[config.mk]
export PLATFORM = sky130hd
export DESIGN_NAME = scl_frac_div
export DESIGN_NICKNAME = d
export VERILOG_FILES = /design/src/rtl/scl_div_pkg.sv /design/src/rtl/scl_cfg_bank.sv /design/src/rtl/scl_frac_acc.sv /design/src/rtl/scl_wave_gen.sv /design/src/rtl/scl_frac_div.sv
export SDC_FILE = /design/constraint.sdc
export NUM_CORES = 1
export LEC_CHECK = 0
export CORE_MARGIN = 5
export CORE_UTILIZATION = 35
export DETAILED_ROUTE_END_ITERATION = 10
export SLEW_MARGIN = 20
export SYNTH_ARGS = -nofsm -noshare
export SYNTH_HDL_FRONTEND = slang
export SYNTH_SLANG_ARGS = --single-unit
[constraint.sdc]
create_clock -name clk -period 18.5 [get_ports clk]
set_input_delay 2.775 -clock clk [delete_from_list [all_inputs] [get_ports clk]]
set_output_delay 2.775 -clock clk [all_outputs]
set_load 0.05 [all_outputs]
[src/rtl/scl_div_pkg.sv]
package scl_div_pkg;

    localparam int DIV_FIELD_W = 16;
    localparam int DIV_WORD_W  = 2 * DIV_FIELD_W;
    localparam int DIV_ACC_W   = DIV_FIELD_W + 1;

    // Increment in the upper half, decrement in the lower half of a word.
    typedef struct packed {
        logic [DIV_FIELD_W-1:0] inc;
        logic [DIV_FIELD_W-1:0] dec;
    } div_cfg_t;

    typedef enum logic {
        SPEED_NORMAL = 1'b0,
        SPEED_HIGH   = 1'b1
    } speed_e;

    typedef struct packed {
        logic tick;
        logic scl;
    } scl_out_t;

    function automatic logic [DIV_ACC_W-1:0] cfg_modulus(div_cfg_t c);
        return {1'b0, c.dec} + DIV_ACC_W'(1);
    endfunction

endpackage

[src/rtl/scl_cfg_bank.sv]
module scl_cfg_bank
    import scl_div_pkg::*;
#(
    parameter int NUM_BANKS = 2,
    parameter int SEL_W     = 1
) (
    input  logic                        clk,
    input  logic                        rst,
    input  logic                        run_en,
    input  logic                        wr_en,
    input  logic [SEL_W-1:0]            wr_sel,
    input  div_cfg_t                    wr_data,
    input  logic [SEL_W-1:0]            act_sel,
    output div_cfg_t [NUM_BANKS-1:0]    bank_q,
    output div_cfg_t                    act_cfg
);

    // One register per bank; writes are locked out while running.
    for (genvar g = 0; g < NUM_BANKS; g++) begin : g_bank
        always_ff @(posedge clk) begin
            if (rst) begin
                bank_q[g] <= '0;
            end else if (wr_en && !run_en && (wr_sel == SEL_W'(g))) begin
                bank_q[g] <= wr_data;
            end
        end
    end

    // Active bank mux; an out-of-range select reads as zero.
    always_comb begin
        act_cfg = '0;
        for (int i = 0; i < NUM_BANKS; i++) begin
            if (act_sel == SEL_W'(i)) begin
                act_cfg = bank_q[i];
            end
        end
    end

endmodule

[src/rtl/scl_frac_acc.sv]
module scl_frac_acc
    import scl_div_pkg::*;
(
    input  logic     clk,
    input  logic     rst,
    input  logic     run_en,
    input  div_cfg_t cfg,
    output logic     hit
);

    logic [DIV_ACC_W-1:0] acc_q;
    logic [DIV_ACC_W-1:0] modulus;
    logic [DIV_ACC_W-1:0] sum;
    logic [DIV_ACC_W-1:0] rem;

    always_comb begin
        modulus = cfg_modulus(cfg);
        sum     = acc_q + {1'b0, cfg.inc};
        rem     = sum - modulus;
        hit     = run_en && (sum >= modulus);
    end

    // Phase accumulator. When the increment is at least one modulus,
    // the remainder is dropped so the tick rate saturates at one per clock.
    always_ff @(posedge clk) begin
        if (rst || !run_en) begin
            acc_q <= '0;
        end else if (hit) begin
            acc_q <= (rem >= modulus) ? '0 : rem;
        end else begin
            acc_q <= sum;
        end
    end

endmodule

[src/rtl/scl_wave_gen.sv]
module scl_wave_gen
    import scl_div_pkg::*;
(
    input  logic     clk,
    input  logic     rst,
    input  logic     run_en,
    input  logic     hit,
    output scl_out_t out_q
);

    // Registered tick; SCL flips on each tick and idles high.
    always_ff @(posedge clk) begin
        if (rst || !run_en) begin
            out_q.tick <= 1'b0;
            out_q.scl  <= 1'b1;
        end else begin
            out_q.tick <= hit;
            if (hit) begin
                out_q.scl <= ~out_q.scl;
            end
        end
    end

endmodule

[src/rtl/scl_frac_div.sv]
module scl_frac_div
    import scl_div_pkg::*;
#(
    parameter int NUM_BANKS = 2,
    localparam int SEL_W    = (NUM_BANKS > 1) ? $clog2(NUM_BANKS) : 1
) (
    input  logic                  clk,
    input  logic                  rst,
    input  logic                  run_en,
    input  logic                  cfg_wr,
    input  logic [SEL_W-1:0]      cfg_sel,
    input  logic [DIV_WORD_W-1:0] cfg_wdata,
    input  logic [SEL_W-1:0]      speed_sel,
    output logic                  tick,
    output logic                  scl
);

    div_cfg_t [NUM_BANKS-1:0] bank_q;
    div_cfg_t                 act_cfg;
    logic                     hit;
    scl_out_t                 wave;

    scl_cfg_bank #(
        .NUM_BANKS (NUM_BANKS),
        .SEL_W     (SEL_W)
    ) u_bank (
        .clk     (clk),
        .rst     (rst),
        .run_en  (run_en),
        .wr_en   (cfg_wr),
        .wr_sel  (cfg_sel),
        .wr_data (div_cfg_t'(cfg_wdata)),
        .act_sel (speed_sel),
        .bank_q  (bank_q),
        .act_cfg (act_cfg)
    );

    scl_frac_acc u_acc (
        .clk    (clk),
        .rst    (rst),
        .run_en (run_en),
        .cfg    (act_cfg),
        .hit    (hit)
    );

    scl_wave_gen u_wave (
        .clk    (clk),
        .rst    (rst),
        .run_en (run_en),
        .hit    (hit),
        .out_q  (wave)
    );

    assign tick = wave.tick;
    assign scl  = wave.scl;

endmodule

== After elaboration in Yosys (flattened, before gate mapping) ==
Index checks and enable logic that the tools add are counted.

* Mux-type cells: 3
* Order comparisons: 2
* Reductions and logical operators: 6
* Bitwise gates (word level): 2
* Add/subtract/negate cells: 3

{| class="wikitable"
|+ Operator list
! kind !! number
|-
| $ge 17x17->1 || 2
|-
| $mux 17 || 2
|-
| $mux 32 || 1
|-
| $add 16x1->17 const B || 1
|-
| $add 17x16->17 || 1
|-
| $sub 17x17->17 || 1
|-
| $logic_and 1x1->1 || 4
|-
| $not 1->1 || 2
|-
| $logic_not 1->1 || 1
|-
| $logic_or 1x1->1 || 1
|}

* Logic and storage cells: 23
* Output and inout port bits: 2
* Register bits after elaboration: 83
* Bits of input ports: 38

== Depth between registers and ports, before layout ==
Gate-level depths: netlist of run 1.

* Depth after elaboration: 6
* Mapped depth: 26
* Mapped depth without buffers: 23

== Hierarchy ==
Synthesis of run 1 repeated with hierarchy kept, for this count alone.

* Cells, all modules: 611
* Area total of the unflattened synthesis: 5906.9 um^2

{| class="wikitable"
|+ Modules (own cells, without submodules)
! module !! instances !! seq. area each (um^2) !! area an instance (um^2) !! cells each
|-
| scl_cfg_bank || 1 || 1281.2 || 3062.9 || 282
|-
| scl_frac_acc || 1 || 340.3 || 2777.7 || 324
|-
| scl_wave_gen || 1 || 40.0 || 66.3 || 5
|}

== Worst setup path after synthesis of run 1 ==
No wires, ideal clock.

* Kind: input port to flip-flop
* Start point: input speed_sel
* End point: register u_acc.acc_q[10]
* Library setup time: 0.072 ns
* Stages: 26
* Slack: 9.944 ns
* Path buffers: 4
* Arrival: 8.485 ns
* Data required time: 18.428 ns
* Cell sequence: buf_6 -> buf_2 -> buf_1 -> mux2_2 -> ha_1 -> fa_1 -> a211oi_1 -> o21bai_1 -> a21oi_1 -> xnor2_1 -> ha_1 -> o21a_1 -> a211oi_1 -> o21bai_1 -> maj3_1 -> a31oi_1 -> o21ai_0 -> or4b_1 -> nand3_1 -> ha_1 -> a21oi_1 -> nand2_1 -> a21oi_1 -> clkbuf_1 -> nand2_1 -> mux2i_1

* Longest elaborated chain between the ends: 6
* Elaborated cells between the ends (all ways): 9
* Those cells by class: add/sub: 3; order compare: 2; mux: 3; reduce/logical: 1

{| class="wikitable"
|+ Ends and longest elaborated chain
! element !! RTL line !! source
|-
| start: declaration || scl_frac_div.sv:13 || <nowiki>input logic [SEL_W-1:0] speed_sel,</nowiki>
|-
| $mux 32 (*) || scl_cfg_bank.sv:33 || <nowiki>if (act_sel == SEL_W'(i)) begin</nowiki>
|-
| $add 17x16->17 / $add 16x1->17 (equally long branches) || scl_frac_acc.sv:18, scl_div_pkg.sv:24 ||
|-
| $sub 17x17->17 || scl_frac_acc.sv:19 || <nowiki>rem = sum - modulus;</nowiki>
|-
| $ge 17x17->1 || scl_frac_acc.sv:29 || <nowiki>acc_q <= (rem >= modulus) ? '0 : rem;</nowiki>
|-
| $mux 17 || scl_frac_acc.sv:29 ||
|-
| $mux 17 (*) || scl_frac_acc.sv:28 || <nowiki>end else if (hit) begin</nowiki>
|-
| end signal: assignment || scl_frac_acc.sv:29 ||
|-
| end signal: assignment || scl_frac_acc.sv:31 || <nowiki>acc_q <= sum;</nowiki>
|-
| end: declaration || scl_frac_acc.sv:11 || <nowiki>logic [DIV_ACC_W-1:0] acc_q;</nowiki>
|}

Mark *: on every way between the ends. The rest lies on a longest branch, timed or not.
A chain may end at the register's enable or synchronous reset.

== Worst setup path in the final report of run 1 ==
* Start point: input speed_sel
* End point: register u_acc.acc_q[16]

Same word-level chain as after synthesis.

==> results.yml, run 1 <==
outcome:
  status: "finished clean"
floorplanning:
  core_um2: 15900
  initial_core_util_pct: 35.7
  die_h_um: 137
  io_pins: 40
  rows: 46
  die-area_um2: 18900
  die_w_um: 137
synthesis:
  yosysWarningCount: 0
  yosysSeqAreaShare_pct: 29.3
  synth-seq-cells: 83
  synth_edf_count: 0
  synth.distinct_cells: 68
  synthTopCellsByArea: "dfxtp_1 (29%), nand2_1 (12%), ha_1 (11%), a21oi_1 (8.1%), mux2i_1 (4.8%)"
  syn_area_um2: 5670
  synth_top_flop_cell: "dfxtp_1"
  yosysTopAreaCell: "dfxtp_1"
  avgSynthCellArea_um2: 8.08
  syn_nets: 791
  netlist_instances: 702
  synth_top_area_share_pct: 29.3
  async_reset_ff_share_pct: 0
worst_setup_path:
  cp.arrival_ns: 8.93
  cp-start-kind: "primary input"
  critical_path.most_common_cell: "ha_1"
  required_ns: 18.79
  crit_type: "in2reg"
  cp_slowest_cell: "a21oi_2"
  cp-end-kind: "flop"
  crit_chain: "buf_2 -> buf_4 -> mux2_2 -> ha_1 -> fa_1 -> a211oi_1 -> o21bai_1 -> a21oi_1 -> xnor2_1 -> ha_1 -> o21a_1 -> a211oi_1 -> o21bai_1 -> maj3_1 -> a31oi_1 -> o21ai_0 -> or4b_1 -> nand3_1 -> ha_1 -> a21oi_1 -> nand2_1 -> a21oi_2 -> and2b_1 -> a22o_1"
  cp_slowest_stage_delay_ns: 0.53
  cp_max_fo: 47
cts:
  clock-sinks: 83
  clockRootBuffer: "clkbuf_16"
  cts_setup_buffers: 0
  clk_pin_slew_ns: 0.06
  clk_latency_ns: 0.34
  ctsResizeCount: 0
  cts-buffers-inserted: 9
  h-tree-depth: 3
  cts_tree: "built"
  clk_path_buf_depth: 2
  cts-hold-fix-buffers: 0
grt:
  grt.met1_usage_pct: 19.6
  grt-busiest-layer: "met2"
  grt_use_met2_pct: 25.5
  antenna_found_initial: 0
  overflow: 0
  use_met3_pct: 2.56
  grt_max_degree: 66
  grt_pass1_vias: 4554
  grt_pass1_wl_mm: 22.6
  grt_use_total_pct: 15.0
timing:
  max-slew-margin-rel_pct: 43.6
  finalHoldViolCount: 0
  worstMarginPinSlew_ns: 0.846
  fin_skew_ns: 0.00800
  fmax_mhz: 116
  setup_tns_ns: 0
  hold_slack_ns: 0.453
  setup_viol_count_final: 0
  rsz0062_at_grt: "no"
  slew_viol_final: 0
  min_period_ns: 8.64
  post-route-period-util_pct: 46.7
drt:
  via_per_inst: 5.02
  ant_nets: 0
  drtIter0Drc: 191
  dr.pass1.iters: 7
  vias: 4752
  wl_mm: 13.6
  drc: 0
  wire_per_inst_um: 14.4
hold_path:
  hold_class: "reg2reg"
finish:
  nets: 815
  postLayoutCoreUtil_pct: 41.3
  layout_commonest_cell: "nand2_1"
  drive_gt1_share_pct: 8.34
  final_cell_area_um2: 6560
  nFillCells: 1648
  num_antenna_cells: 0
  layout_common_cells: "nand2_1 (187), a21oi_1 (91), dfxtp_1 (83)"
  area_growth_pct: 15.7
placement:
  placedInstanceArea_um2: 6220
  gp_congestion: 0.877
  hpwl_mm: 10.1
  portBuffers: 39
power:
  p_leak_nw: 2.63
  powerDensity_nw_per_um2: 108
  total_power_mw: 0.711
  ir_drop_uv: 50.4
job:
  cap_violations: 0
-- through the flow --
stage	setup WS, ns	instances
5_1_grt	9.35	947
4_1_cts	9.47	947
2_1_floorplan	9.94	702
6_report	9.86	947
3_5_place_dp	9.16	931
3_3_place_gp	9.20	931
-- power breakdown --
part	internal (mW)	total, mW	switching, mW	leakage (nW)
combinational	0.136	0.311	0.175	1.79
sequential	0.191	0.197	0.00635	0.674
clock	0.130	0.203	0.0733	0.166
-- path summary, 6_finish.rpt --
check / start / endpoint / slack [ns] / cells after the start
worst max-delay path: speed_sel / u_acc.acc_q[16]$_SDFF_PP0_ / 9.86 / 24
worst min-delay path: u_bank.bank_q[18]$_SDFFE_PP0P_ / u_bank.bank_q[18]$_SDFFE_PP0P_ / 0.45 / 2
worst max register to register: u_bank.bank_q[32]$_SDFFE_PP0P_ / u_acc.acc_q[16]$_SDFF_PP0_ / 12.70 / 23
worst min register to register: u_bank.bank_q[18]$_SDFFE_PP0P_ / u_bank.bank_q[18]$_SDFFE_PP0P_ / 0.45 / 2
-- synthesized netlist by cell type, types with 5 or more instances --
| cell | instances |
|---|---|
| inv_1 | 10 |
| o21a_1 | 5 |
| nand2b_1 | 5 |
| nand3_1 | 13 |
| mux2_2 | 17 |
| dfxtp_1 | 83 |
| ha_1 | 49 |
| nor3_1 | 6 |
| nand4_1 | 7 |
| a21o_1 | 11 |
| nor2b_1 | 6 |
| a21oi_1 | 92 |
| a211oi_1 | 9 |
| xor2_1 | 22 |
| nand2_1 | 187 |
| clkbuf_1 | 26 |
| xnor2_1 | 22 |
| o21ai_0 | 18 |
| nor2_1 | 17 |
| mux2i_1 | 27 |
-- logic make-up (layout without fill, tap and decap cells) --
logic type / Yosys count / count (layout) / share of synthesized area (%)
AOI/OAI and AO/OA: 165 / 165 / 18.3
xor gates and xnor gates: 46 / 46 / 7.70
adders and majority gates: 53 / 53 / 11.9
buffers and inverters: 42 / 71 / 3.35
DFF: 83 / 83 / 29.3
muxes: 45 / 45 / 8.38
and+or+nand+nor: 268 / 268 / 21.1
-- layout make-up --
cell class / count / area [um2] / share of cell area [%]
Multi-Input combinational cell: 577 / 3830 / 58.3
Sequential cell: 83 / 1660 / 25.3
Timing Repair Buffer: 45 / 425 / 6.48
Clock buffer: 13 / 270 / 4.12
Tap cell: 216 / 270 / 4.12
Clock inverter: 3 / 68.8 / 1.05
Inverter: 10 / 37.5 / 0.572
-- state kept, by name, summed over array words and instances, names as in the netlist --
name,cells
u_wave.out_q,2
u_bank.bank_q,64
u_acc.acc_q,17
-- per-layer routing --
metal  vias up  wire [um]
met4         0        150
met1      2152       6480
met2        81       6460
met5         -          0
met3        10        537
li1       2509          -
-- critical path: cells and delay by family --
family	cells	cell delay (ns)
AND/OR/NAND/NOR	4	0.93
XOR/XNOR	1	0.17
buffers and inverters	2	0.59
AO/OA/AOI/OAI	11	2.45
adder cells (fa/ha/maj)	5	1.61
multiplexers	1	0.40
Power figures use the tool's default switching activity.
==> run 2, diff against run 1 <==
==> constraint.sdc (replaced) <==
create_clock -name clk -period 8.4 [get_ports clk]
set_input_delay 1.26 -clock clk [delete_from_list [all_inputs] [get_ports clk]]
set_output_delay 1.26 -clock clk [all_outputs]
set_load 0.05 [all_outputs]
==> run 2 against run 1 <==
Effect of this change: final cell count increased by 0.11%; combinational power increased by 120%; clock power increased by 98%; critical path depth decreased by 3; sequential power increased by 120%; worst setup slack got worse by 8.1 ns; first-iteration DRC count decreased by 0.52%; flip-flop and latch count unchanged.
==> results.yml, run 2 (synthesis gave the netlist of run 1 again) <==
outcome:
  status: "finished clean"
grt:
  grt_pass1_wl_mm: 22.9
  grt_max_degree: 66
  grt_use_total_pct: 15.2
  overflow: 0
  grt_pass1_vias: 4563
  antenna_found_initial: 0
worst_setup_path:
  cp_max_fo: 15
  cp.arrival_ns: 6.93
  r2r_cells: 24
  r2r_end: "u_acc.acc_q[16]$_SDFF_PP0_"
  critical_path.most_common_cell: "a21o_1"
  cp-start-kind: "primary input"
  cp_slowest_stage_delay_ns: 0.47
  required_ns: 8.67
  timing.rr.start: "u_bank.bank_q[0]$_SDFFE_PP0P_"
  crit_chain: "buf_2 -> mux2_2 -> ha_1 -> fa_1 -> a211oi_1 -> o21bai_1 -> o22a_1 -> a311o_1 -> a21o_1 -> a21o_1 -> a21o_1 -> a21oi_1 -> xnor2_1 -> ha_1 -> nand3_1 -> or4_1 -> or4b_1 -> o21ai_1 -> o21ba_4 -> nor2b_4 -> mux2i_1"
  crit_type: "in2reg"
  cp_slowest_cell: "or4_1"
  reg2reg_setup_slack_ns: 2.79
  cp-end-kind: "flop"
drt:
  via_per_inst: 4.99
  wire_per_inst_um: 14.3
  drtIter0Drc: 190
  wl_mm: 13.6
  drc: 0
  vias: 4735
  dr.pass1.iters: 6
  ant_nets: 0
finish:
  largest_reg_flops: 64
  multi_input_area_um2: 3830
  final_cells: 948
  nFillCells: 1660
  seq_area_um2: 1660
  drive_gt1_share_pct: 8.47
  nets: 816
  num_antenna_cells: 0
  top_regs: "u_bank.bank_q x64, u_acc.acc_q x17, u_wave.out_q x2"
  postLayoutCoreUtil_pct: 41.1
  final_cell_area_um2: 6530
  area_growth_pct: 15.2
  top_register: "u_bank.bank_q"
  layout_commonest_cell: "nand2_1"
  layout_common_cells: "nand2_1 (187), a21oi_1 (92), dfxtp_1 (83)"
floorplanning:
  initial_core_util_pct: 35.7
  die_w_um: 137
  rows: 46
  io_pins: 40
  core_um2: 15900
  die_h_um: 137
  die-area_um2: 18900
job:
  cap_violations: 0
timing:
  setup_viol_count_final: 0
  timing.final.ws_setup_ns: 1.74
  setup_tns_ns: 0
  finalHoldViolCount: 0
  max-slew-margin-rel_pct: 45.9
  rsz0062_at_grt: "no"
  worstMarginPinSlew_ns: 0.811
  min_period_ns: 6.66
  fin_skew_ns: 0.0101
  slew_viol_final: 0
  post-route-period-util_pct: 79.3
  hold_slack_ns: 0.449
  fmax_mhz: 150
hold_path:
  min-delay-start: "u_bank.bank_q[25]$_SDFFE_PP0P_"
  min_to: "u_bank.bank_q[25]$_SDFFE_PP0P_"
  hold_class: "reg2reg"
  min_path_cells: 2
cts:
  clock-sinks: 83
  clk_latency_ns: 0.34
  clockRootBuffer: "clkbuf_16"
  clk_path_buf_depth: 2
  clk_pin_slew_ns: 0.07
  h-tree-depth: 3
  cts_tree: "built"
  ctsResizeCount: 0
  cts-buffers-inserted: 9
  cts_setup_buffers: 0
  cts-hold-fix-buffers: 0
placement:
  dp_cells: 932
  hpwl_mm: 10.2
  placedInstanceArea_um2: 6230
  gp_congestion: 0.857
  portBuffers: 39
  dpl_worst_slack_ns: 1.37
power:
  p_leak_nw: 2.61
  powerDensity_nw_per_um2: 233
  total_power_mw: 1.52
  ir_drop_uv: 96.2
-- run 2: how the worst max path moves through the flow --
stage / cells after the start / startpoint / slack [ns] / end
5_1_grt: 21 / speed_sel / 1.33 / u_acc.acc_q[10]$_SDFF_PP0_
3_5_place_dp: 21 / speed_sel / 1.37 / u_acc.acc_q[1]$_SDFF_PP0_
2_1_floorplan: 26 / speed_sel / 1.36 / u_acc.acc_q[10]$_SDFF_PP0_
4_1_cts: 21 / speed_sel / 1.71 / u_acc.acc_q[11]$_SDFF_PP0_
6_report: 21 / speed_sel / 1.74 / u_acc.acc_q[1]$_SDFF_PP0_
3_3_place_gp: 21 / speed_sel / 1.48 / u_acc.acc_q[0]$_SDFF_PP0_
-- run 2: layer usage --
| metal | vias to the layer above | part of all wire (%) | GRT usage [%] |
|---|---|---|---|
| li1 | 2511 | - | - |
| met1 | 2138 | 50 | 21.3 |
| met2 | 70 | 45 | 24.4 |
| met3 | 16 | 3.7 | 2.34 |
| met4 | 0 | 1.3 | 4.32 |
| met5 | - | 0 | 0 |
-- run 2: final cells by class --
| class | instances | share of cell area [%] |
|---|---|---|
| clock inverter | 6 | 0.996 |
| inverter | 10 | 0.575 |
| tap | 216 | 4.14 |
| multi-input combinational | 577 | 58.6 |
| timing repair buffer | 46 | 6.63 |
| sequential | 83 | 25.4 |
| clock buffer | 10 | 3.66 |
-- run 2: critical path, delay by kind of cell --
kind | cells | cell delay (ns)
AOI/OAI and AO/OA | 10 | 2.05
buffers and inverters | 1 | 0.34
adders and majority gates | 3 | 1.04
muxes | 2 | 0.63
xor gates and xnor gates | 1 | 0.12
and+or+nand+nor | 4 | 1.46
-- run 2: power breakdown --
part / leakage (nW) / switching, mW / internal, mW
combinational: 1.79 / 0.387 / 0.301
sequential: 0.674 / 0.0144 / 0.421
clock: 0.148 / 0.163 / 0.238
==> run 3, diff against run 2 <==
==> constraint.sdc (replaced) <==
create_clock -name clk -period 5.4 [get_ports clk]
set_input_delay 0.81 -clock clk [delete_from_list [all_inputs] [get_ports clk]]
set_output_delay 0.81 -clock clk [all_outputs]
set_load 0.05 [all_outputs]
==> run 3 against run 2 <==
Effect of this change: via count grew 7.2%; worst hold slack gained 0.0051 ns; flip-flop and latch count is the same; highest routed layer unchanged; sequential share of layout area shrank 3.3 points; largest power group unchanged.
==> results.yml, run 3 (synthesis gave the netlist of run 1 again) <==
outcome:
  status: "finished clean"
placement:
  dp_cells: 1009
  portBuffers: 39
  gp_congestion: 0.845
  placedInstanceArea_um2: 6890
  hpwl_mm: 11.0
finish:
  top_regs: "u_bank.bank_q x64, u_acc.acc_q x17, u_wave.out_q x2"
  nets: 903
  largest_reg_flops: 64
  nFillCells: 1612
  drive_gt1_share_pct: 22.6
  final_cell_area_um2: 7510
  final_cells: 1035
  layout_common_cells: "nand2_1 (180), buf_4 (89), a21oi_1 (85)"
  layout_commonest_cell: "nand2_1"
  num_antenna_cells: 0
  area_growth_pct: 32.3
  top_register: "u_bank.bank_q"
drt:
  dr.pass1.iters: 5
  drtIter0Drc: 256
  vias: 5078
  wl_mm: 14.6
  via_per_inst: 4.91
  wire_per_inst_um: 14.1
  ant_nets: 0
  drc: 0
cts:
  clk_latency_ns: 0.34
  cts-buffers-inserted: 9
  clk_path_buf_depth: 2
  h-tree-depth: 3
  clk_pin_slew_ns: 0.06
  cts_tree: "built"
  clock-sinks: 83
  clockRootBuffer: "clkbuf_16"
worst_setup_path:
  cp-start-kind: "primary input"
  cp.arrival_ns: 5.59
  crit_chain: "buf_12 -> mux2_4 -> ha_4 -> fa_2 -> a211oi_2 -> o21bai_1 -> a21oi_1 -> xnor2_1 -> ha_1 -> o21a_1 -> a211oi_2 -> o21bai_1 -> maj3_2 -> a31oi_4 -> o21ai_2 -> or4b_1 -> nand3_2 -> ha_4 -> a21oi_2 -> nand2_1 -> a21oi_4 -> clkbuf_16 -> nand2_1 -> mux2i_1"
  cp_num_buf_inv: 2
  cp_slowest_cell: "or4b_1"
  cp_max_fo: 7
  crit_type: "in2reg"
  required_ns: 5.67
  cp-end-kind: "flop"
  critPathTopFamily: "compound AO/OA/AOI/OAI gates"
  cp_slowest_stage_delay_ns: 0.54
timing:
  slew_viol_final: 0
  min_period_ns: 5.31
  post-route-period-util_pct: 98.3
  setup_tns_ns: 0
  finalHoldViolCount: 0
  setup_viol_count_final: 0
  fmax_mhz: 188
  fin_skew_ns: 0.00339
  worstMarginPinSlew_ns: 0.816
  rsz0062_at_grt: "yes"
  max-slew-margin-rel_pct: 45.6
grt:
  grt-busiest-layer: "met2"
  antenna_found_initial: 0
  use_met3_pct: 2.34
  grt_pass1_wl_mm: 24.1
  grt_use_met2_pct: 25.9
  overflow: 0
  grt.met1_usage_pct: 21.7
  grt_pass1_vias: 4839
  grt_max_degree: 66
  grt_use_total_pct: 16.0
job:
  cap_violations: 0
hold_path:
  hold_class: "reg2reg"
floorplanning:
  initial_core_util_pct: 35.7
  io_pins: 40
  die_h_um: 137
  core_um2: 15900
  die_w_um: 137
  rows: 46
  die-area_um2: 18900
power:
  ir_drop_uv: 283
  p_leak_nw: 3.11
  powerDensity_nw_per_um2: 387
run 3: metrics by stage:
stage,utilization [%],power [mW],setup WS [ns],hold WS [ns]
floorplan,-,1.57,-0.406,0.433
global placement,43.4,2.01,-0.365,0.440
detailed placement,43.4,2.02,-0.454,0.446
CTS,45.4,2.70,0.00473,0.455
global route,47.3,3.11,-0.0753,0.470
finish,47.3,2.90,0.0895,0.454
run 3: per-layer routing:
layer | share of wire, % | wire length, um | up-vias
met1 | 49 | 7130 | 2315
met3 | 3.2 | 468 | 15
li1 | - | - | 2679
met5 | 0 | 0 | -
met4 | 1.7 | 244 | 0
met2 | 46 | 6790 | 69
run 3: layout make-up:
type                            instances  area [um2]  share of cell area (%)
Tap cell                              216         270                    3.60
Timing Repair Buffer                  133        1170                    15.6
Sequential cell                        83        1660                    22.1
Clock buffer                           10         229                    3.05
Clock inverter                          6        90.1                    1.20
Multi-Input combinational cell        577        4050                    53.9
Inverter                               10        37.5                   0.500
run 3: worst paths after layout:
path                                  start                              to  slack [ns]  depth (start not counted)
max                               speed_sel      u_acc.acc_q[10]$_SDFF_PP0_        0.09                         24
min          u_bank.bank_q[21]$_SDFFE_PP0P_  u_bank.bank_q[21]$_SDFFE_PP0P_        0.45                          2
max reg2reg  u_bank.bank_q[16]$_SDFFE_PP0P_      u_acc.acc_q[10]$_SDFF_PP0_        0.37                         23
min reg2reg  u_bank.bank_q[21]$_SDFFE_PP0P_  u_bank.bank_q[21]$_SDFFE_PP0P_        0.45                          2
run 3: repair_timing:
item | 4_1_cts | 5_1_grt
cloned | 0 | 2
hold buffers | 0 | 0
resized for setup | 1 | 44
endpoints found under the setup margin | 16 | 18
setup buffers | 0 | 8
pin swaps | 4 | 32
run 3: worst register-to-register path, cell delays in order, from the launching register on:
cell and delay [ns]:
dfxtp_1 0.32, mux2_4 0.28, ha_4 0.17, fa_2 0.37, a211oi_2 0.19, o21bai_1 0.12, a21oi_1 0.20, xnor2_1 0.20
ha_1 0.31, o21a_1 0.15, a211oi_2 0.22, o21bai_1 0.10, maj3_2 0.35, a31oi_4 0.21, o21ai_2 0.09, or4b_1 0.54
nand3_2 0.11, ha_4 0.21, a21oi_2 0.10, nand2_1 0.09, a21oi_4 0.25, clkbuf_16 0.21, nand2_1 0.05, mux2i_1 0.12
run 3: report_power, final:
group | internal [mW] | leakage (nW) | switching [mW]
clock | 0.406 | 0.153 | 0.259
combinational | 0.800 | 2.29 | 0.758
sequential | 0.654 | 0.674 | 0.0242
